File: src/rtl/cd_timer24_pkg.sv
package cd_timer24_pkg;
  typedef enum logic [1:0] {
    M_REPEAT  = 2'd0,
    M_SQUARE  = 2'd1,
    M_ONESHOT = 2'd2,
    M_FREE    = 2'd3
  } tmode_e;

  localparam int          AW     = 3;
  localparam logic [AW-1:0] A_CTRL = 3'd0;
  localparam logic [AW-1:0] A_PRE0 = 3'd1;
  localparam logic [AW-1:0] A_CNT0 = 3'd4;
  localparam logic [AW-1:0] A_STAT = 3'd7;

  // Modes that refill the counter from the reload value on expiry
  function automatic logic mode_reloads(tmode_e m);
    return (m == M_REPEAT) || (m == M_SQUARE);
  endfunction

  // Modes that raise the expiry flag
  function automatic logic mode_flags(tmode_e m);
    return m != M_FREE;
  endfunction
endpackage

File: src/rtl/cd_timer24_sync.sv
module cd_timer24_sync #(
  parameter int STAGES = 2
) (
  input  logic clk,
  input  logic rst_n,
  input  logic d_i,
  output logic rise_o
);
  logic [STAGES:0] sh_q;

  always_ff @(posedge clk or negedge rst_n) begin
    if (!rst_n) sh_q <= '0;
    else        sh_q <= {sh_q[STAGES-1:0], d_i};
  end

  assign rise_o = sh_q[STAGES-1] & ~sh_q[STAGES];
endmodule

File: src/rtl/cd_timer24_psc.sv
module cd_timer24_psc #(
  parameter int PSC_W = 5
) (
  input  logic             clk,
  input  logic             rst_n,
  input  logic             use_i,
  input  logic             src_tick_i,
  input  logic             load_i,
  output logic             step_o,
  output logic [PSC_W-1:0] psc_o
);
  logic [PSC_W-1:0] psc_q;

  always_ff @(posedge clk or negedge rst_n) begin
    if (!rst_n)                  psc_q <= '0;
    else if (load_i)             psc_q <= '1;
    else if (use_i && src_tick_i) psc_q <= psc_q - 1'b1;  // wraps 0 -> all ones
  end

  assign step_o = src_tick_i && (!use_i || psc_q == '0);
  assign psc_o  = psc_q;
endmodule

File: src/rtl/cd_timer24_cnt.sv
module cd_timer24_cnt
  import cd_timer24_pkg::*;
#(
  parameter int CNT_W = 24
) (
  input  logic             clk,
  input  logic             rst_n,
  input  logic             load_i,
  input  logic             step_i,
  input  tmode_e           mode_i,
  input  logic [CNT_W-1:0] reload_i,
  output logic [CNT_W-1:0] count_o,
  output logic             zero_evt_o
);
  logic [CNT_W-1:0] cnt_q;

  assign zero_evt_o = step_i && (cnt_q == '0);

  always_ff @(posedge clk or negedge rst_n) begin
    if (!rst_n)                                cnt_q <= '0;
    else if (load_i)                           cnt_q <= reload_i;
    else if (zero_evt_o && mode_reloads(mode_i)) cnt_q <= reload_i;
    else if (step_i)                           cnt_q <= cnt_q - 1'b1;
  end

  assign count_o = cnt_q;
endmodule

File: src/rtl/cd_timer24.sv
module cd_timer24
  import cd_timer24_pkg::*;
#(
  parameter int CNT_W       = 24,
  parameter int PSC_W       = 5,
  parameter int SYNC_STAGES = 2
) (
  input  logic        clk,
  input  logic        rst_n,
  input  logic        tin_i,
  input  logic        we_i,
  input  logic [2:0]  addr_i,
  input  logic [7:0]  wdata_i,
  output logic [7:0]  rdata_o,
  output logic        irq_o,
  output logic        tout_o
);
  localparam int NB = CNT_W / 8;

  logic [4:0]       ctrl_q;
  logic [CNT_W-1:0] reload_q;
  logic             flag_q;
  logic             tout_q;
  logic             pend_q;

  logic             run_w, use_psc_w, ext_w;
  tmode_e           mode_e;
  logic [1:0]       mode_w;
  logic             tin_rise_w, src_tick_w, load_evt_w, cnt_tick_w, step_w, zero_evt_w;
  logic [PSC_W-1:0] psc_q;
  logic [CNT_W-1:0] count_w;
  logic             wr_ctrl_w, wr_stat_w;

  assign run_w     = ctrl_q[0];
  assign use_psc_w = ctrl_q[1];
  assign ext_w     = ctrl_q[2];
  assign mode_w    = ctrl_q[4:3];
  assign mode_e    = tmode_e'(mode_w);
  assign wr_ctrl_w = we_i && (addr_i == A_CTRL);
  assign wr_stat_w = we_i && (addr_i == A_STAT);

  cd_timer24_sync #(.STAGES(SYNC_STAGES)) u_sync (
    .clk(clk), .rst_n(rst_n), .d_i(tin_i), .rise_o(tin_rise_w)
  );

  assign src_tick_w = run_w && (ext_w ? tin_rise_w : 1'b1);
  assign load_evt_w = src_tick_w && pend_q;

  cd_timer24_psc #(.PSC_W(PSC_W)) u_psc (
    .clk(clk), .rst_n(rst_n), .use_i(use_psc_w), .src_tick_i(src_tick_w),
    .load_i(load_evt_w), .step_o(cnt_tick_w), .psc_o(psc_q)
  );

  assign step_w = cnt_tick_w && !pend_q;

  cd_timer24_cnt #(.CNT_W(CNT_W)) u_cnt (
    .clk(clk), .rst_n(rst_n), .load_i(load_evt_w), .step_i(step_w),
    .mode_i(mode_e), .reload_i(reload_q), .count_o(count_w), .zero_evt_o(zero_evt_w)
  );

  always_ff @(posedge clk or negedge rst_n) begin
    if (!rst_n) begin
      ctrl_q   <= '0;
      reload_q <= '0;
      pend_q   <= 1'b0;
      flag_q   <= 1'b0;
      tout_q   <= 1'b0;
    end else begin
      if (wr_ctrl_w) ctrl_q <= wdata_i[4:0];
      for (int k = 0; k < NB; k++) begin
        if (we_i && (addr_i == AW'(int'(A_PRE0) + k))) reload_q[8*k +: 8] <= wdata_i;
      end
      if (wr_ctrl_w && wdata_i[0] && !run_w) pend_q <= 1'b1;
      else if (load_evt_w)                   pend_q <= 1'b0;
      if (zero_evt_w && mode_flags(mode_e))  flag_q <= 1'b1;
      else if (wr_stat_w && wdata_i[0])      flag_q <= 1'b0;
      if (mode_e != M_SQUARE)                tout_q <= 1'b0;
      else if (zero_evt_w)                   tout_q <= ~tout_q;
    end
  end

  always_comb begin
    rdata_o = 8'h00;
    if (addr_i == A_CTRL) rdata_o = {3'b000, ctrl_q};
    if (addr_i == A_STAT) rdata_o = {7'b0, flag_q};
    for (int k = 0; k < NB; k++) begin
      if (addr_i == AW'(int'(A_PRE0) + k)) rdata_o = reload_q[8*k +: 8];
      if (addr_i == AW'(int'(A_CNT0) + k)) rdata_o = count_w[8*k +: 8];
    end
  end

  assign irq_o  = flag_q;
  assign tout_o = tout_q;
endmodule

File: config.mk
export PLATFORM = sky130hd
export DESIGN_NAME = cd_timer24
export DESIGN_NICKNAME = d
export VERILOG_FILES = /design/src/rtl/cd_timer24_pkg.sv /design/src/rtl/cd_timer24_sync.sv /design/src/rtl/cd_timer24_psc.sv /design/src/rtl/cd_timer24_cnt.sv /design/src/rtl/cd_timer24.sv
export SDC_FILE = /design/constraint.sdc
export NUM_CORES = 1
export LEC_CHECK = 0
export ABC_AREA = 1
export BUFFER_PORTS_ARGS = -buffer_cell sky130_fd_sc_hd__buf_4
export CAP_MARGIN = 30
export CORE_ASPECT_RATIO = 0.8
export CORE_MARGIN = 4
export CORE_UTILIZATION = 45
export CTS_CLUSTER_SIZE = 30
export DETAILED_ROUTE_END_ITERATION = 10
export GPL_TIMING_DRIVEN = 0
export PLACE_DENSITY = 0.7
export SYNTH_ARGS = -nofsm -noshare
export SYNTH_HDL_FRONTEND = slang
export SYNTH_HIERARCHICAL = 1
export SYNTH_SLANG_ARGS = --single-unit
File: constraint.sdc
create_clock -name clk -period 2.55 [get_ports clk]
set_clock_uncertainty 0.1 [all_clocks]
set_input_delay 0.1275 -clock clk [delete_from_list [all_inputs] [get_ports clk]]
set_output_delay 0.1275 -clock clk [all_outputs]
set_load 0.005 [all_outputs]
==> impl_metrics.env, run 1 <==
export IMPL_status="finished, final reports clean"
export IMPL_synth_cells=593
export IMPL_tightest_slew_ns=0.8376
export IMPL_crit_type="reg -> reg"
export IMPL_switchingPower_uw=2162
export IMPL_fin_util_pct=56.34
export IMPL_dr_max_layer_used="met4"
export IMPL_critical_path_depth=17
export IMPL_cts_tree="done"
export IMPL_wl_met2_um=5254
export IMPL_clock_latency_ns=0.34
export IMPL_synth_top_area_cell="dfrtp_1"
export IMPL_hold_path_depth=3
export IMPL_ys_seq_area_share_pct=38.78
export IMPL_hold_ws_ns=0.0009323
export IMPL_grt_usage_pct=23.49
export IMPL_grt_pass1_wl_um=19430
export IMPL_maxCapViolCount=0
export IMPL_multi_input_area_um2=2160
export IMPL_syn_area_um2=4130
export IMPL_start_util_pct=47.43
export IMPL_io_pins=25
export IMPL_ir_drop_mv=0.4932
export IMPL_gr_total_overflow=0
export IMPL_reg2reg_depth=17
export IMPL_power_frac_seq_pct=33.6
export IMPL_drc=0
export IMPL_relSlewSlack_pct=44.16
export IMPL_path_clk_slew_ns=0.06
export IMPL_powerDensity_nw_per_um2=1052
export IMPL_rr_endpoint="u_cnt/count_o[20]"
export IMPL_n_antenna_cell=0
export IMPL_slowest_delay_ns=0.38
export IMPL_async_flop_share_pct=100.0
export IMPL_synth_fp_nets=611
export IMPL_drt_initial_drc_count=377
export IMPL_drt_met1_wl_um=5327
export IMPL_met3_length_um=986
export IMPL_synth_seq_cells=64
export IMPL_grt_pass1_vias=3769
export IMPL_cts_htree_levels=3
export IMPL_drt_wirelength_per_cell_um=15.84
export IMPL_clockRootBuffer="clkbuf_16"
export IMPL_path_cells="inv_1, nor2_2, inv_1, a21oi_2, a21boi_1, inv_1, nor2_4, nand2_1, inv_1, nand2_1, nor2_4, nand4_4, nand2_4, buf_6, nand2_1, nand3_1, nand2_1"
export IMPL_critPathMaxFanout=10
export IMPL_layout_drive_gt1_share_pct=16.41
export IMPL_viasPerCell=5.347
export IMPL_hpwlAfterDp_um=8768
export IMPL_min_period_ns=2.392
export IMPL_hold_start="wdata_i[7]"
export IMPL_portBuffers=23
export IMPL_clock_path_buffers=2
export IMPL_worstHoldPathType="in -> reg"
export IMPL_drv_slew=0
export IMPL_die_area_um2=10780
export IMPL_swShare_pct=41.87
export IMPL_place_congestion=0.9271
export IMPL_intPower_uw=3001
export IMPL_cts_sinks=64
export IMPL_dr_total_vias=4021
export IMPL_fillers=817
export IMPL_p_clk_share_pct=28.5
export IMPL_seq_area_um2=1602
export IMPL_rsz0062_at_grt="no"
export IMPL_finalCritPeriodShare_pct=93.80
export IMPL_grt_max_degree=65
export IMPL_setup_viol=0
export IMPL_grt_antenna_before_repair=0
export IMPL_cp_arrival_ns=2.51
export IMPL_die_x_um=115.1
export IMPL_synth_edf_count=0
export IMPL_yosysTopAreaCellShare_pct=38.78
export IMPL_drt_pass1_iterations=5
export IMPL_hold_viol_final=0
export IMPL_path_delay_family="simple AND/OR/NAND/NOR gates"
export IMPL_syn_area_per_cell_um2=6.965
export IMPL_crit_path_end_kind="register"
export IMPL_rr_startpoint="u_sync/sh_q[1]"
export IMPL_post_synth_num_cell_types=36
export IMPL_cp_slowest_cell="dfrtp_1"
export IMPL_yosysWarnings=6
export IMPL_rrSetupSlack_ns=0.16
export IMPL_ant_nets=0
export IMPL_die_y_um=93.69
export IMPL_rows=30
export IMPL_area_growth_pct=18.78
export IMPL_cp_required_ns=2.67
export IMPL_drt_wl_total_um=11910
export IMPL_crit_buf_inv=5
export IMPL_crit_path_start_kind="register"
export IMPL_fmax_mhz=418.1
export IMPL_combPwrFrac_pct=37.8
export IMPL_core_area_um2=8708
export IMPL_nNetsFinal=653
export IMPL_cts_buffers=9
export IMPL_synth_area_leaders="dfrtp_1 39%, nand2_1 19%, nand3_1 7.0%"
export IMPL_ys_dominant_reg_cell="dfrtp_1"
export IMPL_hold_path_end="reload_q[15]"
export IMPL_leakagePower_uw=0.002503
[cells by family after synthesis]
group | after synthesis | synth area share (%)
DFF | 64 | 38.78
AOI/OAI and AO/OA | 44 | 6.332
and+or+nand+nor | 377 | 42.17
xor gates and xnor gates | 10 | 2.120
buffers and inverters | 95 | 9.694
adders and majority gates | 3 | 0.9089
[worst max-delay path by stage]
stage / start / end / slack [ns]
floorplan: u_sync/sh_q[2] / u_cnt/count_o[12] / 0.49
global placement: u_sync/sh_q[2] / tout_o / -0.21
detailed placement: u_sync/sh_q[1] / tout_o / -0.26
CTS: u_sync/sh_q[1] / tout_o / 0.02
global route: u_sync/sh_q[1] / u_cnt/count_o[18] / 0.03
finish: u_sync/sh_q[1] / u_cnt/count_o[20] / 0.16
[registers in the layout, indices dropped and copies added (netlist names)]
signal         cells
irq_o              1
u_sync/sh_q        3
pend_q             1
tout_o             1
ctrl_q             5
u_psc/psc_o        5
reload_q          24
u_cnt/count_o     24
[what timing repair did]
item / CTS / global route
hold endpoints to repair: 71 / 0
endpoints found under the setup margin: 14 / 24
pin swaps: 0 / 3
resized for setup: 3 / 5
buffers inserted: 0 / 2
hold buffers: 6 / 0
[placed cells by master (no fill, tap or decap), drive strengths merged]
cell and instances:
a21o 1, bufinv 3, clkinv 3, dfrtp 64, dlygate4sd3 6, nor4b 1
buf 34, a21boi 1, xnor2 6, o21ai 35, o21bai 1, nand3 60
nor3 5, ha 3, nor2 65, a21oi 4, xor2 4, inv 83
o22ai 1, and3 1, nand2 223, nand3b 3, clkbuf 13, a211oi 1
nand4 19
[metal layers]
layer,vias up,GRT usage [%]
li1,1950,-
met1,1860,32.76
met2,186,35.21
met3,25,4.894
met4,0,10.17
met5,-,0
[cell usage after synthesis, types with 6 or more instances]
master / n
nor2_4: 6
nand3_1: 58
o21ai_1: 22
nand4_1: 18
inv_1: 76
o21ai_2: 8
nor2_1: 47
nor2_2: 12
nand2_1: 213
inv_2: 6
dfrtp_1: 64
nand2_2: 7
xnor2_1: 6
[metrics by stage]
step	power, uW	instances	instance area [um2]	setup TNS, ns	setup slack, ns
after floorplan	2999	593	4130	0	0.4888
after global routing	5502	752	4906	0	0.02542
final	5163	752	4906	0	0.1582
after global placement	3516	728	4443	-0.3173	-0.2080
after CTS	5091	750	4870	0	0.01791
after detailed placement	3585	728	4443	-1.071	-0.2644
[cell type report]
type / instances / share of cell area [%]
clock buffers: 10 / 4.871
multi-input cells: 434 / 44.02
inverters: 83 / 6.401
plain buffers: 12 / 1.785
well taps: 112 / 2.856
flip-flops and latches: 64 / 32.64
clock inverters: 6 / 2.372
repair buffers: 31 / 5.050
[worst register-to-register path: cells and delay by family, from the launching register on]
family / cells / cell delay (ns)
AO/OA/AOI/OAI: 2 / 0.37
AND/OR/NAND/NOR: 10 / 1.02
buffers and inverters: 5 / 0.40
flip-flops: 1 / 0.38
[power by group through the flow]
stage,logic [uW],clock network [uW],registers [uW]
after floorplan,1420,0,1580
final,1950,1470,1740
after global routing,2200,1530,1770
after detailed placement,1860,0,1720
after global placement,1800,0,1710
after CTS,1890,1490,1710
Power figures use the tool's default switching activity.
==> run 2, diff against run 1 <==
--- a/config.mk
+++ b/config.mk
@@ -11,6 +11,7 @@
 export CORE_ASPECT_RATIO = 0.8
 export CORE_MARGIN = 4
 export CORE_UTILIZATION = 45
+export CTS_BUF_LIST = sky130_fd_sc_hd__clkbuf_16
 export CTS_CLUSTER_SIZE = 30
 export DETAILED_ROUTE_END_ITERATION = 10
 export GPL_TIMING_DRIVEN = 0
==> impl_metrics.env, run 2 (synthesis results as in run 1) <==
export IMPL_status="finished, final reports clean"
export IMPL_clock_path_buffers=2
export IMPL_fmax_mhz=419.3
export IMPL_place_congestion=0.9271
export IMPL_final_common_cell="nand2_1"
export IMPL_cts_sinks=64
export IMPL_die_area_um2=10780
export IMPL_cts_htree_levels=3
export IMPL_cts_buffers=9
export IMPL_critPathMaxFanout=10
export IMPL_drt_wirelength_per_cell_um=15.75
export IMPL_rsz0062_at_grt="no"
export IMPL_tightest_slew_ns=0.8345
export IMPL_drt_initial_drc_count=406
export IMPL_maxCapViolCount=0
export IMPL_powerDensity_nw_per_um2=1045
export IMPL_dr_total_vias=4071
export IMPL_ant_nets=0
export IMPL_placed_area_um2=4443
export IMPL_min_period_ns=2.385
export IMPL_setup_viol=0
export IMPL_relSlewSlack_pct=44.37
export IMPL_drt_wl_total_um=11840
export IMPL_core_area_um2=8708
export IMPL_cp_required_ns=2.67
export IMPL_viasPerCell=5.414
export IMPL_nNetsFinal=653
export IMPL_cts_tree="done"
export IMPL_clock_latency_ns=0.34
export IMPL_start_util_pct=47.43
export IMPL_rows=30
export IMPL_layout_drive_gt1_share_pct=16.25
export IMPL_mostFrequentLayoutCells="213 x nand2_1, 76 x inv_1, 64 x dfrtp_1"
export IMPL_grt_antenna_before_repair=0
export IMPL_dp_cells=728
export IMPL_crit_path_end_kind="register"
export IMPL_drv_slew=0
export IMPL_grt_pass1_wl_um=19440
export IMPL_portBuffers=23
export IMPL_layout_cells_non_filler=752
export IMPL_path_clk_slew_ns=0.06
export IMPL_io_pins=25
export IMPL_grt_max_degree=65
export IMPL_n_antenna_cell=0
export IMPL_clockRootBuffer="clkbuf_16"
export IMPL_die_x_um=115.1
export IMPL_finalCritPeriodShare_pct=93.54
export IMPL_drt_pass1_iterations=6
export IMPL_crit_path_start_kind="register"
export IMPL_leakagePower_uw=0.002497
export IMPL_worstHoldPathType="in -> reg"
export IMPL_hpwlAfterDp_um=8768
export IMPL_crit_type="reg -> reg"
export IMPL_ir_drop_mv=0.4942
export IMPL_cp_arrival_ns=2.51
export IMPL_hold_viol_final=0
export IMPL_gr_total_overflow=0
export IMPL_finalInstanceArea_um2=4896
export IMPL_drc=0
export IMPL_grt_usage_pct=23.48
export IMPL_die_y_um=93.69
export IMPL_grt_pass1_vias=3780
export IMPL_area_growth_pct=18.54
-- run 2: cell count changes in the layout (fill, tap and decap cells not counted) --
cell	change
clkbuf_8	-1
clkinv_1	+1
-- run 2: stage by stage --
step	hold WS, ns	power [uW]	setup TNS [ns]	utilization [%]	setup slack [ns]
6_report	0.003884	5118	0	56.22	0.1648
5_1_grt	0.009219	5471	0	56.22	0.02553
4_1_cts	0.002061	5058	0	55.80	0.01807
3_5_place_dp	0.1381	3585	-1.071	51.02	-0.2644
3_3_place_gp	0.1371	3516	-0.3173	51.02	-0.2080
2_1_floorplan	-0.2681	2999	0	-	0.4888
-- run 2: worst paths after layout --
path,endpoint,slack (ns),cells after the start,from
worst max-delay path,u_cnt/count_o[20],0.16,17,u_sync/sh_q[1]
worst min-delay path,reload_q[15],0.004,3,wdata_i[7]
worst max register to register,u_cnt/count_o[20],0.16,17,u_sync/sh_q[1]
worst min register to register,u_sync/sh_q[1],0.28,0,u_sync/sh_q[0]
max in group asynchronous,u_cnt/count_o[13],1.47,2,rst_n
min in group asynchronous,u_cnt/count_o[2],0.34,2,rst_n
-- run 2: repair_timing --
action / 4_1_cts / 5_1_grt
gates resized for setup: 3 / 5
buffers inserted: 0 / 2
hold buffers: 6 / 0
pin swaps: 0 / 3
setup endpoints to repair: 14 / 24
endpoints found under the hold margin: 71 / 0
-- run 2: area by class of cell --
class / count / area, um2
fillers: 820 / 3812
multi-input cells: 434 / 2160
flip-flops and latches: 64 / 1602
inverters: 83 / 314.1
repair buffers: 31 / 247.7
clock buffers: 9 / 225.2
well taps: 112 / 140.1
clock inverters: 7 / 120.1
plain buffers: 12 / 87.58
-- run 2: per-layer routing --
layer	wire [um]	share of wire, %	GRT usage, %
met4	364	3.1	10.17
met3	1098	9.3	4.894
met1	5110	43	32.68
met2	5266	44	35.26
met5	0	0	0
-- run 2: power by group --
part	total [uW]	internal [uW]	switching, uW
clock	1430	956	478
combinational	1950	712	1240
sequential	1740	1300	432
-- run 2: worst max-delay path: stages (launching register included) --
cell and delay (ns):
dfrtp_1 0.38, inv_1 0.07, nor2_2 0.07, inv_1 0.05, a21oi_2 0.18, a21boi_1 0.18
inv_1 0.08, nor2_4 0.12, nand2_1 0.07, inv_1 0.05, nand2_1 0.08, nor2_4 0.13
nand4_4 0.14, nand2_4 0.15, buf_6 0.15, nand2_1 0.11, nand3_1 0.10, nand2_1 0.05
